File: src/rtl/turbo_enc_pkg.sv
`timescale 1ns/1ps
package turbo_enc_pkg;

    localparam int CONSTR_LEN = 4;
    localparam int MEM_DEPTH  = CONSTR_LEN - 1;
    localparam int TAIL_LEN   = MEM_DEPTH;
    localparam int CNT_W      = $clog2(TAIL_LEN + 1);
    localparam int NUM_ENC    = 2;

    // delay line, index 1 is the newest bit
    typedef logic [MEM_DEPTH:1] rsc_state_t;
    // polynomial, bit i is the coefficient of D^i
    typedef logic [MEM_DEPTH:0] rsc_poly_t;

    typedef struct packed {
        logic sys;
        logic par0;
        logic par1;
    } rsc_out_t;

    typedef struct packed {
        logic x;
        logic y0;
        logic y1;
        logic y0i;
        logic y1i;
    } sym_group_t;

    typedef enum logic [1:0] {
        ST_IDLE,
        ST_FRAME,
        ST_TAIL
    } ctrl_state_t;

    function automatic logic tap_xor(input rsc_state_t st, input rsc_poly_t poly);
        logic acc;
        acc = 1'b0;
        for (int i = 1; i <= MEM_DEPTH; i++) begin
            acc = acc ^ (poly[i] & st[i]);
        end
        return acc;
    endfunction

endpackage

File: src/rtl/enc_ctrl.sv
`timescale 1ns/1ps
module enc_ctrl
    import turbo_enc_pkg::*;
(
    input  logic clk,
    input  logic rst,
    input  logic in_valid,
    input  logic in_sof,
    input  logic in_eof,
    output logic in_ready,
    output logic take,
    output logic start,
    output logic term,
    output logic term_last
);

    ctrl_state_t          state_q, state_d;
    logic [CNT_W-1:0]     cnt_q, cnt_d;

    always_comb begin
        in_ready  = (state_q != ST_TAIL);
        take      = in_valid && in_ready && (in_sof || state_q == ST_FRAME);
        start     = take && in_sof;
        term      = (state_q == ST_TAIL);
        term_last = term && (cnt_q == CNT_W'(TAIL_LEN - 1));
    end

    always_comb begin
        state_d = state_q;
        cnt_d   = cnt_q;
        unique case (state_q)
            ST_IDLE, ST_FRAME: begin
                if (take) begin
                    state_d = in_eof ? ST_TAIL : ST_FRAME;
                    cnt_d   = '0;
                end
            end
            ST_TAIL: begin
                cnt_d = cnt_q + 1'b1;
                if (term_last) begin
                    state_d = ST_IDLE;
                    cnt_d   = '0;
                end
            end
            default: begin
                state_d = ST_IDLE;
                cnt_d   = '0;
            end
        endcase
    end

    always_ff @(posedge clk) begin
        if (rst) begin
            state_q <= ST_IDLE;
            cnt_q   <= '0;
        end else begin
            state_q <= state_d;
            cnt_q   <= cnt_d;
        end
    end

    // tail phase runs without a gap until its final step
    assert_tail_unbroken_R7: assert property (@(posedge clk) disable iff (rst)
        (term && !term_last) |=> term);

endmodule

File: src/rtl/rsc_core.sv
`timescale 1ns/1ps
module rsc_core
    import turbo_enc_pkg::*;
#(
    parameter rsc_poly_t FB_POLY = 4'b1101,
    parameter rsc_poly_t P0_POLY = 4'b1011,
    parameter rsc_poly_t P1_POLY = 4'b1111
) (
    input  logic     clk,
    input  logic     rst,
    input  logic     step,
    input  logic     start,
    input  logic     term,
    input  logic     term_last,
    input  logic     msg_bit,
    output rsc_out_t res
);

    rsc_state_t st_q, cur, nxt;
    logic       fb, u, node;

    always_comb begin
        cur  = start ? '0 : st_q;
        fb   = tap_xor(cur, FB_POLY);
        u    = term ? fb : msg_bit;
        node = u ^ fb;
        res.sys  = u;
        res.par0 = (P0_POLY[0] & node) ^ tap_xor(cur, P0_POLY);
        res.par1 = (P1_POLY[0] & node) ^ tap_xor(cur, P1_POLY);
        nxt[1] = node;
        for (int i = 2; i <= MEM_DEPTH; i++) begin
            nxt[i] = cur[i-1];
        end
    end

    always_ff @(posedge clk) begin
        if (rst) begin
            st_q <= '0;
        end else if (step) begin
            st_q <= nxt;
        end
    end

    // termination returns the delay line to zero
    assert_zero_after_tail_R8: assert property (@(posedge clk) disable iff (rst)
        (step && term_last) |=> (st_q == '0));

endmodule

File: src/rtl/turbo_encoder.sv
`timescale 1ns/1ps
module turbo_encoder
    import turbo_enc_pkg::*;
(
    input  logic       clk,
    input  logic       rst,
    input  logic       in_valid,
    output logic       in_ready,
    input  logic       in_sof,
    input  logic       in_eof,
    input  logic       in_bit,
    input  logic       in_ibit,
    output logic       out_valid,
    output logic [4:0] out_sym,
    output logic       out_tail
);

    logic       take, start, term, term_last, step;
    logic       enc_in  [NUM_ENC];
    rsc_out_t   enc_res [NUM_ENC];
    sym_group_t grp_d, grp_q;
    logic       valid_q, tail_q;

    enc_ctrl u_ctrl (
        .clk       (clk),
        .rst       (rst),
        .in_valid  (in_valid),
        .in_sof    (in_sof),
        .in_eof    (in_eof),
        .in_ready  (in_ready),
        .take      (take),
        .start     (start),
        .term      (term),
        .term_last (term_last)
    );

    assign step      = take || term;
    assign enc_in[0] = in_bit;
    assign enc_in[1] = in_ibit;

    for (genvar e = 0; e < NUM_ENC; e++) begin : g_enc
        rsc_core u_rsc (
            .clk       (clk),
            .rst       (rst),
            .step      (step),
            .start     (start),
            .term      (term),
            .term_last (term_last),
            .msg_bit   (enc_in[e]),
            .res       (enc_res[e])
        );
    end

    always_comb begin
        grp_d.x   = enc_res[0].sys;
        grp_d.y0  = enc_res[0].par0;
        grp_d.y1  = enc_res[0].par1;
        grp_d.y0i = enc_res[1].par0;
        grp_d.y1i = enc_res[1].par1;
    end

    always_ff @(posedge clk) begin
        if (rst) begin
            valid_q <= 1'b0;
            tail_q  <= 1'b0;
            grp_q   <= '0;
        end else begin
            valid_q <= step;
            tail_q  <= term;
            if (step) grp_q <= grp_d;
        end
    end

    assign out_valid = valid_q;
    assign out_tail  = tail_q;
    assign out_sym   = grp_q;

    assert_reset_state_R1: assert property (@(posedge clk) disable iff (rst)
        $past(rst) |-> (!out_valid && in_ready));

    assert_group_after_take_R2: assert property (@(posedge clk) disable iff (rst)
        take |=> (out_valid && !out_tail));

    assert_eof_then_tail_R7: assert property (@(posedge clk) disable iff (rst)
        (take && in_eof) |=> (out_valid && !out_tail) ##1 (out_valid && out_tail)
                             ##1 (out_valid && out_tail) ##1 (out_valid && out_tail));

    assert_no_data_when_busy_R9: assert property (@(posedge clk) disable iff (rst)
        !in_ready |=> !(out_valid && !out_tail));

    // second encoder applies the interleaved bit on data beats
    assert_second_input_R5: assert property (@(posedge clk) disable iff (rst)
        (take && !term) |-> (enc_res[1].sys == in_ibit));

endmodule

File: config.mk
export PLATFORM = sky130hd
export DESIGN_NAME = turbo_encoder
export DESIGN_NICKNAME = d
export VERILOG_FILES = /design/src/rtl/turbo_enc_pkg.sv /design/src/rtl/enc_ctrl.sv /design/src/rtl/rsc_core.sv /design/src/rtl/turbo_encoder.sv
export SDC_FILE = /design/constraint.sdc
export NUM_CORES = 1
export LEC_CHECK = 0
export ABC_CLOCK_PERIOD_IN_PS = 1700
export BUFFER_PORTS_ARGS = -buffer_cell sky130_fd_sc_hd__clkbuf_2
export CAP_MARGIN = 25
export CELL_PAD_IN_SITES_DETAIL_PLACEMENT = 0
export CELL_PAD_IN_SITES_GLOBAL_PLACEMENT = 1
export CORE_ASPECT_RATIO = 0.9
export CORE_UTILIZATION = 40
export DETAILED_ROUTE_END_ITERATION = 12
export HOLD_SLACK_MARGIN = 0.03
export PLACE_DENSITY = 0.81
export SLEW_MARGIN = 5
export SYNTH_ARGS = -nofsm -noshare
export SYNTH_HDL_FRONTEND = slang
export SYNTH_SLANG_ARGS = --single-unit
File: constraint.sdc
create_clock -name clk -period 1.7 [get_ports clk]
set_input_delay 0.17 -clock clk [delete_from_list [all_inputs] [get_ports clk]]
set_output_delay 0.17 -clock clk [all_outputs]
set_load 0.01 [all_outputs]
After elaboration in Yosys (flattened, before gate mapping)

Index checks and enable logic that the tools add are counted.

Bits in registers: 17
Logic and storage cells: 52
Output and inout port bits: 8

Bitwise operators: 14
Eq/ne operators: 6
Reduce and logical (&&, ||, !) cells: 9
$add $sub $neg: 1
Muxes and demuxes: 11

Operator list:

| operator            | number |
|---|---|
| $xor 1x1->1         | 14 |
| $mux 2              | 5 |
| $pmux 2 s2          | 2 |
| $mux 3              | 2 |
| $ne 2x2->1 const B  | 3 |
| $eq 2x2->1 const B  | 2 |
| $logic_and 1x1->1   | 4 |
| $add 2x1->2 const B | 1 |
| $eq 2x1->1 const B  | 1 |
| $logic_not 2->1     | 1 |
| $logic_or 1x1->1    | 2 |
| $mux 1              | 2 |
| $reduce_and 2->1    | 1 |
| $reduce_or 2->1     | 1 |

Logic depth before layout (Yosys ltp)

Gate-level depths: netlist of the first run.

Depth after elaboration: 9
Mapped depth: 7
Gate-level depth less buffers: 5

Modules after synthesis

Synthesis of the first run repeated with hierarchy kept, for this count alone.

Cell total of the unflattened synthesis: 98
Area, all modules: 880.8 um^2

By module, submodules not included:

| module        | area each (um^2) | cells each | instances | seq. area each (um^2) |
|---|---|---|---|---|
| rsc_core      | 201.4            | 23         | 2         | 60.1 |
| turbo_encoder | 267.8            | 28         | 1         | 140.1 |
| enc_ctrl      | 210.2            | 24         | 1         | 80.1 |

Least setup slack after synthesis of the first run

No wires, ideal clock.

Kind: reg-to-reg
Start point: register u_ctrl.state_q[1]
End point: register grp_q, in the netlist out_sym[1]
Required time: 1.609 ns
Period minus slack after synthesis: 1.542 ns
Path slack: 0.158 ns
Stages on the path, launching flop included: 8
Arrival: 1.451 ns
Cells stage by stage: dfxtp_1 > buf_4 > nor2b_4 > buf_6 > inv_2 > o211a_1 > or3_1 > a311oi_1

Word-level cells in the longest chain between the ends: 9
Elaborated cells between the ends (all ways): 14

Ends and longest elaborated chain:

| element                             | RTL line            | source |
|---|---|---|
| from (decl)                         | enc_ctrl.sv:17      | `ctrl_state_t state_q, state_d;` |
| from (signal assigned)              | enc_ctrl.sv:57      | `state_q <= state_d;` |
| $ne 2x2->1 (*)                      | enc_ctrl.sv:21      | `in_ready = (state_q != ST_TAIL);` |
| net in_ready                        | turbo_encoder.sv:8  | `output logic in_ready,` |
| $logic_and 1x1->1 (*) (2 in series) | enc_ctrl.sv:22      | `take = in_valid && in_ready && (in_sof \|\| state_q == ST_FRAME);` |
| $logic_and 1x1->1                   | enc_ctrl.sv:23      | `start = take && in_sof;` |
| $mux 3                              | rsc_core.sv:23      | `cur = start ? '0 : st_q;` |
| $xor 1x1->1                         | turbo_enc_pkg.sv:39 | `acc = acc ^ (poly[i] & st[i]);` |
| $mux 1                              | rsc_core.sv:25      | `u = term ? fb : msg_bit;` |
| $xor 1x1->1                         | rsc_core.sv:26      | `node = u ^ fb;` |
| $xor 1x1->1                         | rsc_core.sv:28      | `res.par0 = (P0_POLY[0] & node) ^ tap_xor(cur, P0_POLY);` |
| to (signal assigned)                | turbo_encoder.sv:70 | `if (step) grp_q <= grp_d;` |
| to (decl)                           | turbo_encoder.sv:21 | `sym_group_t grp_d, grp_q;` |

Mark *: on every way through the listed nets, which the timed path passes. The rest lies on a longest branch.
A chain may end at the register's enable or synchronous reset.

Worst setup path after layout of the first run

Start point: register u_ctrl.state_q[1]
End point: register grp_q, in the netlist out_sym[1]

Word-level cells in the longest chain between the ends: 9
Elaborated cells between the ends (all ways): 14

Ends and longest elaborated chain:

| element                                               | RTL line |
|---|---|
| $ne 2x2->1 or $eq 2x1->1 (tied branches)              | enc_ctrl.sv:21, enc_ctrl.sv:22 |
| $logic_and 1x1->1 or $logic_or 1x1->1 (tied branches) | enc_ctrl.sv:22 |
| $logic_and 1x1->1                                     | enc_ctrl.sv:22 |
| $logic_and 1x1->1                                     | enc_ctrl.sv:23 |
| $mux 3                                                | rsc_core.sv:23 |
| $xor 1x1->1                                           | turbo_enc_pkg.sv:39 |
| $mux 1                                                | rsc_core.sv:25 |
| $xor 1x1->1                                           | rsc_core.sv:26 |
| $xor 1x1->1                                           | rsc_core.sv:28 |

Parallel ways exist; a longest one is shown, timed or not.

==> key figures, run 1 <==
Routing
  • Avg WL per Cell: 12.59 µm
  • Initial DRC count: 25
  • Avg Vias per Cell: 5.529
  • Pre-antenna DRT Iters: 4
  • Final ANT Viol Nets: 0
  • DRC violations left: 0
  • Total number of vias: 857
  • Routed WL: 1952 µm

Timing
  • Post-route clock skew: 0.002019 ns
  • Unrepaired setup endpoints after global routing: no
  • Final setup vio count: 0
  • Period utilization: 92.82%
  • Worst Max-Slew Pin Slew: 0.4046 ns
  • Setup tns final: 0 ns
  • Min Tclk post-route: 1.578 ns
  • Slew Limit Fails: 0
  • Max transition margin: 72.78%
  • Endpoints failing hold: 0
  • Max Clk Rate: 0.6337 GHz

Final layout
  • Fin area: 1041 µm²
  • Area Growth Syn to Fin: 14.44%
  • Layout cells sized above 1: 25.78%
  • Fin nets: 136
  • Fill count: 222
  • Diodes inserted: 0
  • Fin util: 48.15%

CTS
  • H-tree lvl count: 1
  • Clk slew on worst S/H paths: 0.09 ns
  • Clk root buf: clkbuf_4
  • TritonCTS clock tree: built
  • Cts bufs inserted: 3
  • Hold_buf cts: 0
  • Worst-Skew Late Latency: 0.29 ns
  • Sink Count: 17
  • Setup Fix Bufs, Post-CTS: 0
  • Clk buf depth: 2

Synth
  • EDFF count, synth: 0
  • Syn_area_per_cell: 8.195 µm²
  • Flops & latches, synth: 17
  • Ys flop type: dfxtp_1
  • YS warnings: 0
  • Top-area cell type share of the netlist area: 37.41%
  • Synthesized cell area: 909.6 µm²
  • Area contributors post-synth: dfxtp_1, a21oi_1, o21ai_0
  • Async SR Flop Fraction: 0%
  • Cells after Synth: 111
  • Area leader, netlist: dfxtp_1
  • Distinct cells, synth: 38
  • Synth top cells by count: dfxtp_1, a21oi_1, nor2_1, nand2_1, o21ai_0
  • Register area share after synthesis: 37.41%
  • Top-count cell post-synth: dfxtp_1
  • Syn_nets: 118

Setup path
  • Slowest cell on the critical path: dfxtp_2
  • Top delay family on crit path: simple AND/OR/NAND/NOR gates
  • WP buf/inv: 1
  • CP max stage delay: 0.41 ns
  • Worst path arrival time: 1.78 ns
  • Crit start category: flip-flop
  • Critical path class: flip-flop to flip-flop
  • Critical Path Sink Type: flip-flop
  • Cells along the critical path: nor2b_4 > inv_2 > o211a_1 > or3_1 > a311oi_1
  • R2R Path Start: u_ctrl.state_q[1]$_SDFFE_PP0P_
  • CP Max Fanout: 10
  • CP startpoint: u_ctrl.state_q[1]$_SDFFE_PP0P_
  • WP data required: 1.90 ns

Global routing
  • Vias in the first global route: 708
  • Largest net degree at the start of global routing: 18
  • Initial antenna violation count: 0
  • Global-route wire length before repair: 3056 µm
  • GRT Total Usage: 16.60%
  • Remaining global-route overflow: 0

Floorplanning
  • Core box area: 2162 µm²
  • # IOs: 15
  • Die Span Y: 47.24 µm
  • Initial Util: 42.07%
  • Site Rows: 16
  • Die area: 2469 µm²
  • Die outline width: 52.27 µm

Run status
  • Status: finished, final reports clean

Worst hold path
  • Worst Hold Class: primary input to flip-flop
  • Hold_sp: in_eof

Power and ir drop
  • Pwr Density: 785.3 nW/µm²
  • Leak: 0.4256 nW
  • Power, Total: 817.5 µW
  • Worst vdd ir: 559.3 µV

Run
  • Max-capacitance violation count: 0

Placed design
  • Port Buffers: 14
  • GP Congestion: 0.7931
  • HPWL Detailed: 1422 µm
  • Cell Area, Placed: 1013 µm²
## sequential cells by signal, summed over array words and instances, names as in the netlist
name / count
out_valid: 1
g_enc.u_rsc.st_q: 6
out_tail: 1
out_sym: 5
u_ctrl.state_q: 2
u_ctrl.cnt_q: 2
## placed cells by master (no fill, tap or decap), drive strengths merged
cell and count:
a211o 1, o21ai 9, a21o 2, buf 6, or3 2, nor4 2
or2 1, xor2 2, a221oi 4, nor2b 2, and4bb 1, nand3b 1
o211a 2, or3b 1, a21oi 11, nand4 1, a2111oi 1, a311oi 2
o21a 1, nand2 10, clkbuf 18, nand3 3, inv 5, and2b 1
nor2 11, nor3 1, a211oi 2, dfxtp 17, a31oi 1, and2 3
o32ai 1, xnor2 2, and3 1
## metal layers
layer	wire length, µm	GRT usage, %	vias up
li1	-	-	433
met1	987	22.07	400
met2	869	27.69	20
met3	73	2.265	4
met4	23	6.316	0
met5	0	0	-
## what timing repair did
action                     CTS  global route
gates resized for setup      0             1
hold endpoints to repair     0             0
setup endpoints to repair    0             3
## final timing paths
check / depth (start not counted) / endpoint / slack, ns
worst max register to register: 5 / out_sym[1]$_SDFFE_PP0P_ / 0.12
worst min register to register: 2 / out_sym[2]$_SDFFE_PP0P_ / 0.48
worst min-delay path: 2 / u_ctrl.state_q[0]$_SDFFE_PP0P_ / 0.08
worst max-delay path: 5 / out_sym[1]$_SDFFE_PP0P_ / 0.12
## worst register-to-register path, delay by kind of cell (launching register included)
kind	cells	cell delay (ns)
and+or+nand+nor	2	0.61
DFF	1	0.41
AOI/OAI and AO/OA	2	0.39
buffers and inverters	1	0.08
## layout make-up
class                   instances  area (µm²)  share of cell area [%]
flip-flops and latches         17       341.6                   32.81
multi-input cells              82       505.5                   48.56
inverters                       5       18.77                   1.803
repair buffers                 20       115.1                   11.06
well taps                      27       33.78                   3.245
clock buffers                   4       26.28                   2.524
## kinds of logic after synthesis
| logic type | synth area share, % |
|---|---|
| AO/OA/AOI/OAI | 27.37 |
| XOR/XNOR | 3.852 |
| buffers and inverters | 7.014 |
| flip-flops | 37.41 |
| AND/OR/NAND/NOR | 24.35 |
## where the power goes
part	switching (mW)	internal, mW	leakage (nW)
Sequential	0.0210	0.421	0.139
Combinational	0.0892	0.0745	0.271
Clock	0.121	0.0912	0.0150
## metrics by stage
step | setup WS [ns] | cells | hold WS (ns)
after floorplan | 0.1581 | 111 | 0.2821
after global placement | 0.1246 | 151 | 0.3949
after detailed placement | 0.04905 | 151 | 0.3917
after CTS | 0.03162 | 155 | 0.07972
after global routing | 0.03601 | 155 | 0.08541
final | 0.1221 | 155 | 0.08155
(Power assumes the default switching activity.)
==> run 2: changes to the inputs <==
CELL_PAD_IN_SITES_DETAIL_PLACEMENT = 1   (was 0)
CELL_PAD_IN_SITES_GLOBAL_PLACEMENT = 2   (was 1)
CORE_UTILIZATION = 31   (was 40)
CTS_CLUSTER_DIAMETER = 40   (was default)
PLACE_DENSITY = 0.79   (was 0.81)
==> run 2 against run 1 <==
Effect of this change:
- clock power rose by 3%
- final area up 3.1%
- combinational power is 7% higher
- register-to-register slack about the same
- setup slack lost 0.0031 ns
- first-iteration DRC count shrank 36%
- via count increased by 2.2%
- sequential share of layout area is 1.1 points lower
- count of clock-buffer cells in the layout is 1 lower
- largest power group unchanged
==> key figures, run 2 (same netlist as run 1, synthesis figures left out) <==
Placed design
  • Port Buffers: 14
  • Cell Area, Placed: 1015 µm²
  • GP Congestion: 0.7767
  • HPWL Detailed: 1724 µm

Routing
  • Avg Vias per Cell: 5.183
  • DRC violations left: 0
  • Avg WL per Cell: 14.37 µm
  • Pre-antenna DRT Iters: 4
  • Final ANT Viol Nets: 0
  • Routed WL: 2429 µm
  • Initial DRC count: 16
  • Total number of vias: 876

Final layout
  • Fin area: 1074 µm²
  • Layout cells sized above 1: 26.36%
  • Top reg by flops: g_enc.u_rsc.st_q
  • Commonest non-fill, non-tap cells in the layout: dfxtp_1, clkbuf_2, nor2_1, a21oi_1, nand2_1
  • Area Growth Syn to Fin: 18.02%
  • Fin util: 38.75%
  • Most common cell after layout, fill and taps aside: dfxtp_1
  • Diodes inserted: 0
  • Fin nets: 137
  • Fill count: 359
  • Max reg flops: 6

CTS
  • TritonCTS clock tree: built
  • H-tree lvl count: 1
  • Clk slew on worst S/H paths: 0.10 ns
  • Worst-Skew Late Latency: 0.29 ns
  • Hold_buf cts: 0
  • Sink Count: 17
  • Clk buf depth: 2
  • Cts bufs inserted: 3
  • Clk root buf: clkbuf_4

Worst hold path
  • Hold_sp: in_eof
  • Worst Hold Class: primary input to flip-flop
  • Hold depth: 2

Floorplanning
  • # IOs: 15
  • Site Rows: 18
  • Die outline width: 59.10 µm
  • Die Span Y: 53.39 µm
  • Die area: 3155 µm²
  • Initial Util: 32.84%
  • Core box area: 2770 µm²

Power and ir drop
  • Power, Total: 835.6 µW
  • Pwr Density: 778.4 nW/µm²
  • Worst vdd ir: 364.7 µV
  • Leak: 0.4356 nW

Setup path
  • WP data required: 1.89 ns
  • CP Max Fanout: 9
  • CP startpoint: u_ctrl.state_q[0]$_SDFFE_PP0P_
  • R2R Path Start: u_ctrl.state_q[0]$_SDFFE_PP0P_
  • CP Depth: 4
  • WP buf/inv: 0
  • Critical path class: flip-flop to flip-flop
  • CP max stage delay: 0.44 ns
  • Critical Path Sink Type: flip-flop
  • Top delay family on crit path: compound AO/OA/AOI/OAI gates
  • Slowest cell on the critical path: a211oi_4
  • Cells along the critical path: nor2b_1 > a211oi_4 > nand2_1 > a221oi_1
  • Crit start category: flip-flop
  • R2r worst-path depth: 4
  • Worst path arrival time: 1.77 ns

Run status
  • Status: finished, final reports clean

Timing
  • Period utilization: 93.00%
  • Min Tclk post-route: 1.581 ns
  • Endpoints failing hold: 0
  • Slew Limit Fails: 0
  • Max Clk Rate: 0.6325 GHz
  • Unrepaired setup endpoints after global routing: no
  • Post-route clock skew: 0.005047 ns
  • Hold Slack: 0.09094 ns
  • Worst Max-Slew Pin Slew: 0.4444 ns
  • Final setup vio count: 0
  • Max transition margin: 70.28%
  • Setup tns final: 0 ns

Global routing
  • Vias in the first global route: 819
  • Initial antenna violation count: 0
  • Remaining global-route overflow: 0
  • Largest net degree at the start of global routing: 18
  • Global-route wire length before repair: 3781 µm
  • GRT Total Usage: 16.21%

Run
  • Max-capacitance violation count: 0
run 2: cell types whose count changed in the layout (fill, tap and decap cells not counted), sizes merged:
| cell | change |
|---|---|
| clkbuf | -1 |
| clkinv | +1 |
| nor2b | +1 |
run 2: metrics by stage:
| stage | worst slack, ns | cells |
|---|---|---|
| finish | 0.1190 | 169 |
| global route | 0.004642 | 169 |
| CTS | 0.01051 | 166 |
| detailed placement | 0.05893 | 162 |
| global placement | 0.08867 | 162 |
| floorplan | 0.1581 | 111 |
run 2: what timing repair did:
action,4_1_cts,5_1_grt
buffers inserted,0,2
gates resized for setup,0,1
setup endpoints to repair,0,5
hold endpoints to repair,0,0
run 2: worst reg2reg max path: cells and delay by family (launching register included):
family / cells / cell delay, ns
DFF: 1 / 0.42
and+or+nand+nor: 2 / 0.33
AOI/OAI and AO/OA: 2 / 0.73
run 2: layout make-up:
type	instances	area, µm²	share of cell area [%]
Tap cell	40	50.05	4.662
Multi-Input combinational cell	83	521.8	48.60
Clock inverter	1	5.005	0.4662
Inverter	5	18.77	1.748
Sequential cell	17	340.3	31.70
Clock buffer	3	22.52	2.098
Timing Repair Buffer	20	115.1	10.72
run 2: report_power, final:
part           switching [mW]  leakage [nW]  total, mW  internal (mW)
Combinational          0.0999         0.279      0.176         0.0757
Clock                   0.131        0.0177      0.218         0.0874
Sequential             0.0214         0.139      0.442          0.421
Total                   0.252         0.436      0.836          0.584
run 2: path summary, 6_finish.rpt:
check	slack, ns	end
setup / recovery	0.12	out_sym[2]$_SDFFE_PP0P_
hold / removal	0.09	u_ctrl.state_q[0]$_SDFFE_PP0P_
setup reg to reg	0.12	out_sym[2]$_SDFFE_PP0P_
hold reg to reg	0.50	g_enc[0].u_rsc.st_q[2]$_SDFFE_PP0P_
run 2: layer usage:
metal  vias up  part of all wire, %  GRT usage (%)
li1        437                    -              -
met1       423                   49          21.18
met2        12                   47          27.08
met3         4                  2.1          2.934
met4         0                  1.2          4.762
met5         -                    0              0
==> run 3: changes to the inputs <==
BUFFER_PORTS_ARGS = -buffer_cell sky130_fd_sc_hd__buf_2   (was -buffer_cell sky130_fd_sc_hd__clkbuf_2)
==> run 3 against run 2 <==
Effect of this change:
- combinational power decreased by 3%
- register-to-register slack lost 0.03 ns
- highest routed layer unchanged
- count of clock-buffer cells in the layout up 1
- clock skew is 0.0025 ns lower
- die area unchanged
- largest cell class unchanged
- critical endpoint is now out_sym[3]$_SDFFE_PP0P_
- hold slack worse by 0.026 ns
- sequential power barely moved
- utilization decreased by 0.32 points
- non-clock buffer count unchanged
- final area shrank 0.82%
==> key figures, run 3 (same netlist as run 1, synthesis figures left out) <==
Setup path
  • R2r worst-path depth: 5
  • CP Max Fanout: 8
  • Worst path arrival time: 1.82 ns
  • Critical path class: flip-flop to flip-flop
  • Critical Path Sink Type: flip-flop
  • WP data required: 1.90 ns
  • Crit start category: flip-flop

CTS
  • Setup Fix Bufs, Post-CTS: 0
  • Cts bufs inserted: 3
  • Sink Count: 17
  • TritonCTS clock tree: built
  • Clk slew on worst S/H paths: 0.10 ns
  • Clk buf depth: 2
  • Worst-Skew Late Latency: 0.30 ns
  • H-tree lvl count: 1
  • Clk root buf: clkbuf_4

Timing
  • Max Clk Rate: 0.6190 GHz
  • Endpoints failing hold: 0
  • Min Tclk post-route: 1.616 ns
  • Unrepaired setup endpoints after global routing: no
  • Slew Limit Fails: 0
  • Worst Max-Slew Pin Slew: 0.4785 ns
  • Final setup vio count: 0
  • Post-route clock skew: 0.002517 ns
  • Setup tns final: 0 ns
  • Period utilization: 95.03%
  • Max transition margin: 67.80%

Global routing
  • Vias in the first global route: 819
  • GRT Total Usage: 16.68%
  • Met3 Use GR: 2.445%
  • Met1 Use GR: 22.42%
  • Largest net degree at the start of global routing: 18
  • Initial antenna violation count: 0
  • Global-route wire length before repair: 3850 µm
  • Met2 Usage GRT: 25.76%
  • Top Usage Layer GRT: met2
  • Remaining global-route overflow: 0

Floorplanning
  • Die Span Y: 53.39 µm
  • Die area: 3155 µm²
  • Site Rows: 18
  • Die outline width: 59.10 µm
  • Core box area: 2770 µm²
  • Initial Util: 32.84%
  • # IOs: 15

Routing
  • Avg WL per Cell: 13.80 µm
  • Final ANT Viol Nets: 0
  • Initial DRC count: 26
  • Total number of vias: 847
  • Routed WL: 2319 µm
  • Pre-antenna DRT Iters: 4
  • Avg Vias per Cell: 5.042
  • DRC violations left: 0

Final layout
  • Most common cell after layout, fill and taps aside: dfxtp_1
  • Fill count: 353
  • Layout cells sized above 1: 27.34%
  • Top reg by flops: g_enc.u_rsc.st_q
  • Max reg flops: 6
  • Area Growth Syn to Fin: 17.06%
  • Diodes inserted: 0
  • Fin nets: 136
  • Commonest non-fill, non-tap cells in the layout: dfxtp_1, buf_2, nor2_1, a21oi_1, nand2_1
  • Fin area: 1065 µm²

Placed design
  • HPWL Detailed: 1740 µm
  • GP Congestion: 0.8216
  • Cell Area, Placed: 1030 µm²
  • Port Buffers: 14

Worst hold path
  • Worst Hold Class: primary input to flip-flop
  • Hold depth: 2

Power and ir drop
  • Pwr Density: 786.4 nW/µm²
  • Worst vdd ir: 285.5 µV
  • Leak: 0.4290 nW
  • Power, Total: 837.4 µW

Run status
  • Status: finished, final reports clean

Run
  • Max-capacitance violation count: 0
-- run 3: area by class of cell --
type,count,area [µm²],area share [%]
Multi-Input combinational cell,82,511.7,48.06
Sequential cell,17,342.8,32.20
Timing Repair Buffer,20,115.1,10.81
Tap cell,40,50.05,4.700
Clock buffer,4,26.28,2.468
Inverter,5,18.77,1.763
-- run 3: worst max-delay path: stages (launching register included) --
cell and delay (ns):
dfxtp_2 0.40, nor2b_4 0.26, inv_2 0.09, o211a_1 0.13, or3_1 0.36, a311oi_1 0.28
-- run 3: layer usage --
metal  vias to the layer above  wire length [µm]  part of all wire [%]
met5                         -                 0                     0
li1                        435                 -                     -
met4                         0                36                   1.6
met3                         4                62                   2.7
met2                        10              1014                    44
met1                       398              1205                    52
-- run 3: power breakdown --
part           total [mW]  internal [mW]  leakage (nW)  switching, mW
clock network       0.225         0.0914        0.0150          0.134
registers           0.442          0.421         0.140         0.0208
logic               0.170         0.0751         0.274         0.0949
total               0.837          0.588         0.429          0.250
-- run 3: final timing paths --
check,start,end,slack (ns)
hold reg to reg,out_sym[2]$_SDFFE_PP0P_,out_sym[2]$_SDFFE_PP0P_,0.49
setup reg to reg,u_ctrl.state_q[1]$_SDFFE_PP0P_,out_sym[3]$_SDFFE_PP0P_,0.08
setup / recovery,u_ctrl.state_q[1]$_SDFFE_PP0P_,out_sym[3]$_SDFFE_PP0P_,0.08
hold / removal,in_eof,u_ctrl.state_q[0]$_SDFFE_PP0P_,0.06
-- run 3: through the flow --
| stage | utilization [%] | hold slack, ns | setup WS [ns] | instances |
|---|---|---|---|---|
| after floorplan | - | 0.2821 | 0.1581 | 111 |
| final | 38.44 | 0.06476 | 0.08450 | 168 |
| after detailed placement | 37.17 | 0.3912 | 0.05992 | 164 |
| after global routing | 38.44 | 0.07576 | 0.02137 | 168 |
| after global placement | 37.17 | 0.3864 | 0.1753 | 164 |
| after CTS | 38.12 | 0.06800 | 0.02089 | 168 |
-- run 3: what timing repair did --
action / in CTS / in global routing
hold buffers: 0 / 0
resized for setup: 0 / 3
endpoints found under the setup margin: 0 / 3
hold endpoints to repair: 0 / 0
